### config.mk
export PLATFORM = sky130hd
export DESIGN_NAME = ctlreg_unit
export DESIGN_NICKNAME = d
export VERILOG_FILES = /design/src/rtl/ctlreg_pkg.sv /design/src/rtl/ctl_mode_path.sv /design/src/rtl/ctl_feat_path.sv /design/src/rtl/ctl_a20_gate.sv /design/src/rtl/ctlreg_unit.sv
export SDC_FILE = /design/constraint.sdc
export NUM_CORES = 1
export LEC_CHECK = 0
export ABC_AREA = 1
export BUFFER_PORTS_ARGS = -buffer_cell sky130_fd_sc_hd__buf_4
export CAP_MARGIN = 40
export CORE_ASPECT_RATIO = 0.7
export CORE_MARGIN = 1.5
export CORE_UTILIZATION = 45
export DETAILED_ROUTE_END_ITERATION = 8
export HOLD_SLACK_MARGIN = 0.12
export PLACE_DENSITY = 0.8
export SYNTH_ARGS = -nofsm -noshare
export SYNTH_HDL_FRONTEND = slang
export SYNTH_SLANG_ARGS = --single-unit
### constraint.sdc
create_clock -name clk -period 1.9 [get_ports clk]
set_input_delay 0.095 -clock clk [delete_from_list [all_inputs] [get_ports clk]]
set_output_delay 0.095 -clock clk [all_outputs]
set_load 0.005 [all_outputs]
### src/rtl/ctlreg_pkg.sv
package ctlreg_pkg;
   localparam int MB_PE = 0;
   localparam int MB_MP = 1;
   localparam int MB_EM = 2;
   localparam int MB_TS = 3;
   localparam int MB_ET = 4;
   localparam int MB_WP = 16;
   localparam int MB_PG = 31;

   localparam int FB_PSE  = 4;
   localparam int FB_PAE  = 5;
   localparam int FB_PGE  = 7;
   localparam int FB_FXS  = 9;
   localparam int FB_LA57 = 12;
   localparam int FB_SMEP = 20;
   localparam int FB_SMAP = 21;
   localparam int FB_PKEY = 22;

   localparam int A20_BIT = 20;

   typedef enum logic [1:0] {
      SEL_MODE = 2'd0,
      SEL_BASE = 2'd1,
      SEL_FEAT = 2'd2,
      SEL_NONE = 2'd3
   } reg_sel_e;

   localparam logic [31:0] MODE_FLUSH_MASK =
      (32'h1 << MB_PG) | (32'h1 << MB_WP) | (32'h1 << MB_PE);
   localparam logic [31:0] FEAT_FLUSH_MASK =
      (32'h1 << FB_PSE) | (32'h1 << FB_PAE) | (32'h1 << FB_PGE) |
      (32'h1 << FB_LA57) | (32'h1 << FB_SMEP) | (32'h1 << FB_SMAP);
   localparam logic [31:0] MODE_RESET = 32'h1 << MB_ET;
endpackage

### src/rtl/ctl_mode_path.sv
module ctl_mode_path
   import ctlreg_pkg::*;
#(
   parameter int REG_W = 32
) (
   input  logic [REG_W-1:0] cur_mode,
   input  logic             cur_lma,
   input  logic             lme,
   input  logic             pae,
   input  logic [REG_W-1:0] new_data,
   output logic [REG_W-1:0] nxt_mode,
   output logic             nxt_lma,
   output logic             accept,
   output logic             flush_req,
   output logic             trunc_req
);
   logic entering, leaving;

   always_comb begin
      entering  = !cur_mode[MB_PG] && new_data[MB_PG] && lme;
      leaving   = cur_mode[MB_PG] && !new_data[MB_PG] && cur_lma;
      accept    = !(entering && !pae);
      nxt_mode  = new_data | REG_W'(MODE_RESET);
      nxt_lma   = entering ? 1'b1 : (leaving ? 1'b0 : cur_lma);
      flush_req = accept && (((new_data ^ cur_mode) & REG_W'(MODE_FLUSH_MASK)) != '0);
      trunc_req = leaving;
   end
endmodule

### src/rtl/ctl_feat_path.sv
module ctl_feat_path
   import ctlreg_pkg::*;
#(
   parameter int REG_W = 32
) (
   input  logic [REG_W-1:0] cur_feat,
   input  logic [REG_W-1:0] new_data,
   input  logic             cap_fxsave,
   input  logic             cap_sap,
   input  logic             cap_pkey,
   output logic [REG_W-1:0] nxt_feat,
   output logic             flush_req
);
   localparam int NCAP = 3;
   localparam int CAP_BIT [NCAP] = '{FB_FXS, FB_SMAP, FB_PKEY};

   logic [NCAP-1:0]  cap_vec;
   logic [REG_W-1:0] strip;

   assign cap_vec = {cap_pkey, cap_sap, cap_fxsave};

   for (genvar g = 0; g < NCAP; g++) begin : g_cap
      logic [REG_W-1:0] one;
      assign one = cap_vec[g] ? '0 : (REG_W'(1) << CAP_BIT[g]);
   end

   always_comb begin
      strip = g_cap[0].one | g_cap[1].one | g_cap[2].one;
      nxt_feat  = new_data & ~strip;
      flush_req = ((nxt_feat ^ cur_feat) & REG_W'(FEAT_FLUSH_MASK)) != '0;
   end
endmodule

### src/rtl/ctl_a20_gate.sv
module ctl_a20_gate
   import ctlreg_pkg::*;
#(
   parameter int ADDR_W = 64
) (
   input  logic              clk,
   input  logic              rst_n,
   input  logic              gate,
   output logic [ADDR_W-1:0] mask,
   output logic              flush_req
);
   logic state_q;

   always_ff @(posedge clk) begin
      if (!rst_n) state_q <= 1'b0;
      else        state_q <= gate;
   end

   assign flush_req = rst_n && (gate != state_q);

   for (genvar b = 0; b < ADDR_W; b++) begin : g_mask
      if (b == A20_BIT) begin : g_gate
         assign mask[b] = state_q;
      end else begin : g_one
         assign mask[b] = 1'b1;
      end
   end
endmodule

### src/rtl/ctlreg_unit.sv
module ctlreg_unit
   import ctlreg_pkg::*;
#(
   parameter int ADDR_W = 64,
   parameter int REG_W  = 32
) (
   input  logic              clk,
   input  logic              rst_n,
   input  logic              wr_en,
   input  logic [1:0]        wr_sel,
   input  logic [ADDR_W-1:0] wr_data,
   input  logic              lme,
   input  logic              cap_fxsave,
   input  logic              cap_sap,
   input  logic              cap_pkey,
   input  logic              a20_gate,
   output logic [31:0]       mode_q,
   output logic [ADDR_W-1:0] base_q,
   output logic [31:0]       feat_q,
   output logic [6:0]        hflags,
   output logic              lma,
   output logic              flush,
   output logic              ip_trunc,
   output logic [ADDR_W-1:0] a20_mask
);
   if (REG_W != 32) begin : g_bad_reg
      $error("ctlreg_unit: REG_W must be 32");
   end
   if (ADDR_W < REG_W) begin : g_bad_addr
      $error("ctlreg_unit: ADDR_W must be at least REG_W");
   end

   logic [REG_W-1:0] m_nxt, f_nxt;
   logic             m_lma, m_acc, m_flush, m_trunc, f_flush, a_flush;
   logic             wr_mode, wr_base, wr_feat;

   assign wr_mode = wr_en && (reg_sel_e'(wr_sel) == SEL_MODE);
   assign wr_base = wr_en && (reg_sel_e'(wr_sel) == SEL_BASE);
   assign wr_feat = wr_en && (reg_sel_e'(wr_sel) == SEL_FEAT);

   ctl_mode_path #(.REG_W(REG_W)) u_mode (
      .cur_mode (mode_q),
      .cur_lma  (lma),
      .lme      (lme),
      .pae      (feat_q[FB_PAE]),
      .new_data (wr_data[REG_W-1:0]),
      .nxt_mode (m_nxt),
      .nxt_lma  (m_lma),
      .accept   (m_acc),
      .flush_req(m_flush),
      .trunc_req(m_trunc)
   );

   ctl_feat_path #(.REG_W(REG_W)) u_feat (
      .cur_feat  (feat_q),
      .new_data  (wr_data[REG_W-1:0]),
      .cap_fxsave(cap_fxsave),
      .cap_sap   (cap_sap),
      .cap_pkey  (cap_pkey),
      .nxt_feat  (f_nxt),
      .flush_req (f_flush)
   );

   ctl_a20_gate #(.ADDR_W(ADDR_W)) u_a20 (
      .clk      (clk),
      .rst_n    (rst_n),
      .gate     (a20_gate),
      .mask     (a20_mask),
      .flush_req(a_flush)
   );

   always_ff @(posedge clk) begin
      if (!rst_n) begin
         mode_q   <= MODE_RESET;
         base_q   <= '0;
         feat_q   <= '0;
         lma      <= 1'b0;
         flush    <= 1'b0;
         ip_trunc <= 1'b0;
      end else begin
         flush    <= a_flush
                     || (wr_mode && m_flush)
                     || (wr_base && mode_q[MB_PG])
                     || (wr_feat && f_flush);
         ip_trunc <= wr_mode && m_acc && m_trunc;
         if (wr_mode && m_acc) begin
            mode_q <= m_nxt;
            lma    <= m_lma;
         end
         if (wr_base) base_q <= wr_data;
         if (wr_feat) feat_q <= f_nxt;
      end
   end

   always_comb begin
      hflags[0] = mode_q[MB_PE];
      hflags[1] = !mode_q[MB_PE];
      hflags[2] = mode_q[MB_MP];
      hflags[3] = mode_q[MB_EM];
      hflags[4] = mode_q[MB_TS];
      hflags[5] = feat_q[FB_FXS];
      hflags[6] = feat_q[FB_SMAP];
   end
endmodule

== Word level (Yosys, flattened, before mapping) ==
Index checks and enable logic that the tools add are counted.

* Bits in registers: 131
* Input bits: 74
* Logic and storage cells: 49
* Output and inout port bits: 202

* Multiplexer cells: 5
* Equal/unequal tests: 3
* Bitwise gates (word level): 6
* Reduce and logical (&&, ||, !) cells: 28

{| class="wikitable"
|+ Operators with widths
! kind !! count
|-
| $or A32 B32 Y32 || 2
|-
| $reduce_bool A32 Y1 || 2
|-
| $and A32 B32 Y32 || 1
|-
| $not A32 Y32 || 1
|-
| $xor A32 B32 Y32 || 1
|-
| $mux W23 || 1
|-
| $mux W22 || 1
|-
| $xor A22 B22 Y22 || 1
|-
| $logic_and A1 B1 Y1 || 15
|-
| $mux W10 || 1
|-
| $logic_not A1 Y1 || 5
|-
| $logic_or A1 B1 Y1 || 3
|-
| $eq A2 B1 Y1 const B || 1
|-
| $eq A2 B2 Y1 const B || 1
|-
| $logic_not A2 Y1 || 1
|-
| $mux W1 || 2
|-
| $reduce_and A2 Y1 || 1
|-
| $reduce_bool A2 Y1 || 1
|-
| $ne A1 B1 Y1 || 1
|}

== Longest topological paths before layout ==
Gate-level depths: netlist of run 1.

* Word-level depth: 10
* Mapped depth: 9
* Depth with buffers taken out: 8

== Hierarchy ==
A second synthesis of run 1 with hierarchy kept.

* Cell total of the unflattened synthesis: 786
* Area total of the unflattened synthesis: 6003.3 um2

{| class="wikitable"
|+ By module, submodules not included
! module !! area an instance (um2) !! times used !! seq. area each (um2) !! cells an instance
|-
| ctlreg_unit || 4754.6 || 1 || 2622.5 || 591
|-
| ctl_a20_gate || 528.0 || 1 || 20.0 || 72
|-
| ctl_feat_path || 362.8 || 1 || 0.0 || 67
|-
| ctl_mode_path || 357.8 || 1 || 0.0 || 56
|}

== Worst setup path after synthesis of run 1 ==
Ideal clock, no wire load.

* Path type: reg2reg
* Start: register mode_q[31]
* End: register mode_q[10]
* Data required time: 1784 ps
* Period minus slack after synthesis: 1368 ps
* Slack: 532 ps
* Setup time: 116 ps
* Data arrival time: 1252 ps
* Stages on the path, launching flop included: 10
* Path buffers: 1
* Cell sequence: dfxtp_1 inv_1 ha_1 nand2_1 nor2_1 nor2_2 inv_1 buf_6 nor2_1 nor2_1

* Cells in the longest elaborated chain, start to end: 6

{| class="wikitable"
|+ RTL lines
! element !! RTL line !! text
|-
| start, declared || ctlreg_unit.sv:17 || <nowiki>output logic [31:0] mode_q,</nowiki>
|-
| start signal, assigned || ctlreg_unit.sv:87 || <nowiki>mode_q <= m_nxt;</nowiki>
|-
| $logic_not A1 Y1 || ctl_mode_path.sv:20 || <nowiki>entering = !cur_mode[MB_PG] && new_data[MB_PG] && lme;</nowiki>
|-
| $logic_and A1 B1 Y1 (2 in a row) || ctl_mode_path.sv:20 ||
|-
| $logic_and A1 B1 Y1 || ctl_mode_path.sv:22 || <nowiki>accept = !(entering && !pae);</nowiki>
|-
| $logic_not A1 Y1 || ctl_mode_path.sv:22 ||
|-
| $logic_and A1 B1 Y1 || ctlreg_unit.sv:86 || <nowiki>if (wr_mode && m_acc) begin</nowiki>
|}

No other way between the ends.
A chain may end at the register's enable or synchronous reset.

== Worst setup path in the final report of run 1 ==
Ends and elaborated chain as after synthesis.

==> flow_metrics.py, run 1 <==
metrics = {
    "synthesis": {
        "syn-cell-area_um2": 5220,
        "ys_seq_area_frac": 0.502,
        "synth_top_area_cell": "dfxtp_1",
        "yosys_warnings": 0,
        "synth_edf_count": 0,
        "synthArstFlopShare": 0,
        "synth_top_area_frac": 0.502,
        "ys_top_cells_by_area": "dfxtp_1 50%, nor2_1 15%, buf_4 11%",
        "synth_compound_area_frac": 0.149,
        "synthTopCellsByCount": "209 x nor2_1, 131 x dfxtp_1, 115 x o21ai_0, 77 x buf_4, 32 x nand2_1",
        "avgSynthCellArea_um2": 7.73,
        "synthMuxAreaShare": 0,
        "synth_most_common_cell": "nor2_1",
        "synth-simple-area-share": 0.182,
        "synth_cell_types": 18,
        "synth_fa_ha_area_frac": 0.00479,
        "synth_ff_type": "dfxtp_1",
        "synth-xor-area-share": 0.00168,
        "synth_seq_cells": 131,
        "synth_top_family_by_area": "simple AND/OR/NAND/NOR gates",
        "synthCells": 676,
    },
    "worst_hold_path": {
        "hold_depth": 3,
        "hp-class": "in2reg",
    },
    "place": {
        "io_buffers": 211,
        "place_worst_setup_slack_ns": 0.100,
        "gp_congestion": 0.821,
        "hpwl_um": 10200,
    },
    "cts": {
        "cts.sinks": 131,
        "cts_made_buffers": 17,
        "cts_tree": "built",
        "postCtsSetupBuffers": 0,
        "worstSkewPairLatency_ns": 0.41,
        "root_buffer": "clkbuf_16",
        "clk_pin_slew_ns": 0.06,
        "cts_max_path_buffers": 2,
        "cts_max_level": 4,
    },
    "critical_path": {
        "required_ns": 2.19,
        "worstSetupEndpointType": "register",
        "crit_type": "reg2reg",
        "crit_path_max_fanout": 24,
        "worstSetupStartpointType": "register",
        "rr_worst_depth": 8,
        "cp.arrival_ns": 2.03,
    },
    "sta": {
        "max_freq_mhz": 574,
        "rsz0062_at_grt": "no",
        "hold_viol_final": 0,
        "worst_slack_ns": 0.157,
        "skew_ns": 0.00603,
        "min_period_ns": 1.74,
        "setup_viol": 0,
        "relSlewSlack": 0.538,
        "period_share": 0.917,
        "finalSetupTns_ns": 0,
        "worstMarginPinSlew_ns": 0.693,
        "slew_viol_final": 0,
    },
    "grt": {
        "grt_max_degree": 74,
        "grt_pass1_wl_um": 25300,
        "grt-ovfl-total": 0,
        "antenna_found_initial": 0,
        "grt_pass1_vias": 4865,
        "grtUsageTotal": 0.260,
    },
    "route": {
        "drtPass1Iterations": 4,
        "routedWlPerCell_um": 15.0,
        "via_per_inst": 4.75,
        "wl_um": 16500,
        "drc": 0,
        "drt_iter0_markers": 357,
        "ant_nets": 0,
        "vias": 5220,
    },
    "run": {
        "max_cap_viol_count": 0,
    },
    "final_layout": {
        "insertedDiodeCount": 0,
        "final_nets": 1009,
        "drive_above_1_share": 0.265,
        "syn_to_final_growth_pct": 50.7,
    },
    "floorplanning": {
        "initial_core_util": 0.468,
        "ios": 276,
        "row_count": 32,
        "dieHeight_um": 93.1,
        "die_w_um": 132,
        "die-area_um2": 12300,
        "core-area_um2": 11200,
    },
    "pwr": {
        "ir_drop_uv": 626,
        "p_per_area_nw_per_um2": 908,
        "p_leak_uw": 0.00386,
    },
    "outcome": {
        "status": "completed",
    },
}
-- worst paths after layout --
path / from / end / slack (ns)
min: rst_n / u_a20.state_q / 0.18
max: mode_q[31] / mode_q[10] / 0.16
min reg2reg: feat_q[2] / feat_q[2] / 0.48
max reg2reg: mode_q[31] / mode_q[10] / 0.16
-- through the flow --
stage               cells  utilization  total power, µW  hold WS, ns  area [µm²]
floorplan             739            -             3420        0.193        5460
global placement      997        0.587             3740        0.301        6560
detailed placement    998        0.589             3760        0.305        6580
CTS                  1099        0.704             7150        0.149        7870
global route         1099        0.705             7400        0.186        7870
finish               1099        0.705             7150        0.180        7870
-- layout make-up --
class,instances,area (µm²)
Multi-Input combinational cell,472,2010
Fill cell,869,3300
Timing Repair Buffer,287,2350
Sequential cell,131,2620
Inverter,24,93.8
Clock inverter,9,129
Tap cell,153,191
Clock buffer,23,468
-- repair_timing --
action / 4_1_cts / 5_1_grt
hold buffers: 69 / 0
gates resized for setup: 0 / 1
endpoints found under the hold margin: 129 / 0
setup endpoints to repair: 0 / 7
-- where the power goes --
part / total [µW] / switching, µW / internal [µW]
clock network: 3300 / 1170 / 2130
registers: 2970 / 80.1 / 2890
logic: 878 / 421 / 457
-- state kept, by name (all words and copies together) (netlist names) --
signal	count
feat_q	32
mode_q	31
flush	1
ip_trunc	1
u_a20.state_q	1
lma	1
base_q	64
-- cells in the final DEF (no fill, tap or decap), drive strengths merged --
cell type	synthesis	routed
nor2	210	210
xnor2	1	1
bufinv	0	3
dlygate4sd3	0	69
nand3	8	8
nand2	32	32
conb	1	64
a21oi	30	30
dfxtp	131	131
inv	24	23
o21ai	125	125
clkbuf	14	23
clkinv	0	4
clkinvlp	0	3
buf	98	218
ha	2	2
-- cells by family after synthesis --
| kind of cell | after synthesis |
|---|---|
| xor gates and xnor gates | 1 |
| adders and majority gates | 2 |
| other | 1 |
| buffers and inverters | 136 |
| DFF | 131 |
| and+or+nand+nor | 250 |
| AOI/OAI and AO/OA | 155 |
-- worst max-delay path: stages (launching register included) --
cell and delay, ns:
dfxtp_1 0.39, inv_1 0.06, ha_1 0.21, nand2_1 0.06
nor2_1 0.06, nor2_4 0.15, clkinvlp_4 0.38, nor2_1 0.23
nor2_1 0.08
-- metal layers --
| layer | global-route usage | wire [µm] |
|---|---|---|
| met1 | 0.320 | 7060 |
| met2 | 0.443 | 7930 |
| met3 | 0.0743 | 1290 |
| met4 | 0.0843 | 234 |
| met5 | 0 | 0 |
Power figures use the tool's default switching activity.
==> run 2: changes to the inputs <==
CORE_UTILIZATION = 48   (was 45)
PLACE_DENSITY = 0.85   (was 0.8)
RECOVER_POWER = 100   (was default)
clock period = 2.05 ns   (was 1.9 ns; I/O delays follow)
==> run 2 against run 1 <==
Largest power group unchanged. The run now ends with capacitance limit, slew limit left. Critical path depth fell by 4. Clock power is 2% lower. Highest routed layer unchanged. Clock skew increased by 0.0030 ns. Sequential cell count is the same. Largest cell class unchanged. Via count rose by 0.23%.
==> flow_metrics.py, run 2 (synthesis results as in run 1) <==
metrics = {
    "critical_path": {
        "cp.arrival_ns": 2.19,
        "crit_path_max_fanout": 47,
        "worstSetupStartpointType": "primary input",
        "required_ns": 2.39,
        "critPathBufInv": 2,
        "crit_type": "in2reg",
        "worstSetupEndpointType": "register",
        "cpMaxStageDelayCell": "clkbuf_1",
        "cp_top_family": "buffers and inverters",
        "worstPathCellList": "clkbuf_1 > buf_4 > o21ai_0 > nor2_1",
        "crit_path_max_incr_delay_ns": 1.30,
    },
    "cts": {
        "cts.sinks": 131,
        "root_buffer": "clkbuf_16",
        "worstSkewPairLatency_ns": 0.41,
        "cts_resized": 0,
        "cts_max_level": 4,
        "cts_tree": "built",
        "cts_max_path_buffers": 2,
        "postCtsSetupBuffers": 0,
        "clk_pin_slew_ns": 0.06,
        "cts_made_buffers": 17,
        "holdBufCountCts": 70,
    },
    "final_layout": {
        "regMostFlops": "base_q",
        "largest_reg_flops": 64,
        "final_cell_mix": "208 x nor2_1, 131 x dfxtp_1, 117 x o21ai_0",
        "final_nets": 1011,
        "drive_above_1_share": 0.229,
        "top_regs": "base_q: 64 flops, feat_q: 32 flops, mode_q: 31 flops",
        "insertedDiodeCount": 0,
        "syn_to_final_growth_pct": 48.4,
        "final_common_cell": "nor2_1",
        "final_util": 0.740,
    },
    "sta": {
        "worstMarginPinSlew_ns": 1.85,
        "rsz0062_at_grt": "no",
        "finalSetupTns_ns": 0,
        "relSlewSlack": -0.234,
        "setup_viol": 0,
        "min_period_ns": 1.86,
        "slew_viol_final": 48,
        "max_freq_mhz": 539,
        "skew_ns": 0.00905,
        "hold_viol_final": 0,
        "period_share": 0.906,
        "hold-worst-slack_ns": 0.246,
    },
    "route": {
        "via_per_inst": 4.84,
        "ant_nets": 0,
        "drt_iter0_markers": 312,
        "drc": 0,
        "routedWlPerCell_um": 15.5,
        "wl_um": 16800,
        "vias": 5232,
        "drtPass1Iterations": 5,
    },
    "grt": {
        "grt_max_degree": 74,
        "grt_pass1_vias": 5052,
        "grt_pass1_wl_um": 25900,
        "grtUsageTotal": 0.288,
        "grt-ovfl-total": 0,
        "antenna_found_initial": 0,
    },
    "run": {
        "max_cap_viol_count": 1,
    },
    "floorplanning": {
        "core-area_um2": 10500,
        "row_count": 31,
        "ios": 276,
        "dieHeight_um": 90.3,
        "die-area_um2": 11500,
        "die_w_um": 128,
        "initial_core_util": 0.499,
    },
    "pwr": {
        "switching_share": 0.236,
        "p_leak_uw": 0.00367,
        "p_sw_uw": 1600,
        "ir_drop_uv": 663,
        "pwr-share-seq": 0.407,
        "pwr-share-comb": 0.116,
        "p_per_area_nw_per_um2": 873,
        "clockPowerShare": 0.478,
        "intPower_uw": 5170,
    },
    "outcome": {
        "status": "complete, but fails checks",
        "violations": "capacitance limit, slew limit",
    },
    "place": {
        "hpwl_um": 9880,
        "gp_congestion": 0.831,
        "io_buffers": 211,
    },
    "worst_hold_path": {
        "hp-class": "in2reg",
    },
}
## run 2: power by group through the flow
stage	clock network [µW]	logic (µW)	registers (µW)
final	3230	782	2750
after global routing	3370	854	2760
after CTS	3260	795	2750
after detailed placement	0	681	2800
after global placement	0	671	2800
after floorplan	0	368	2800
## run 2: path summary, 6_finish.rpt
check	slack (ns)	end	depth (start not counted)	start
min reg2reg	0.48	feat_q[3]	2	feat_q[3]
max	0.19	base_q[63]	4	rst_n
max reg2reg	0.28	mode_q[14]	8	mode_q[31]
min	0.25	base_q[46]	6	wr_sel[1]
## run 2: routing by layer
layer  vias to the layer above  part of all wire  global-route usage
li1                       2538                 -                   -
met1                      2420              0.42               0.355
met2                       242              0.48               0.477
met3                        32             0.080              0.0823
met4                         0             0.022               0.110
met5                         -                 0                   0
## run 2: metrics by stage
step / cell area [µm²] / worst slack (ns) / cells / power [µW]
final: 7750 / 0.194 / 1080 / 6770
after floorplan: 5460 / 0.682 / 739 / 3170
after detailed placement: 6550 / 0.303 / 978 / 3480
after global routing: 7750 / 0.0689 / 1080 / 6990
after CTS: 7890 / 0.271 / 1080 / 6810
after global placement: 6550 / 0.381 / 978 / 3470
## run 2: final cells by class
cell class,instances,area [µm²]
Tap cell,132,165
Clock buffer,20,457
Fill cell,781,2720
Inverter,24,90.1
Clock inverter,12,180
Timing Repair Buffer,289,2220
Multi-Input combinational cell,472,2010
Sequential cell,131,2620
## run 2: tightest hold or removal path: cells and delay by family
family        cells  cell delay, ns
buf+inv           3            0.33
simple gates      3            0.19
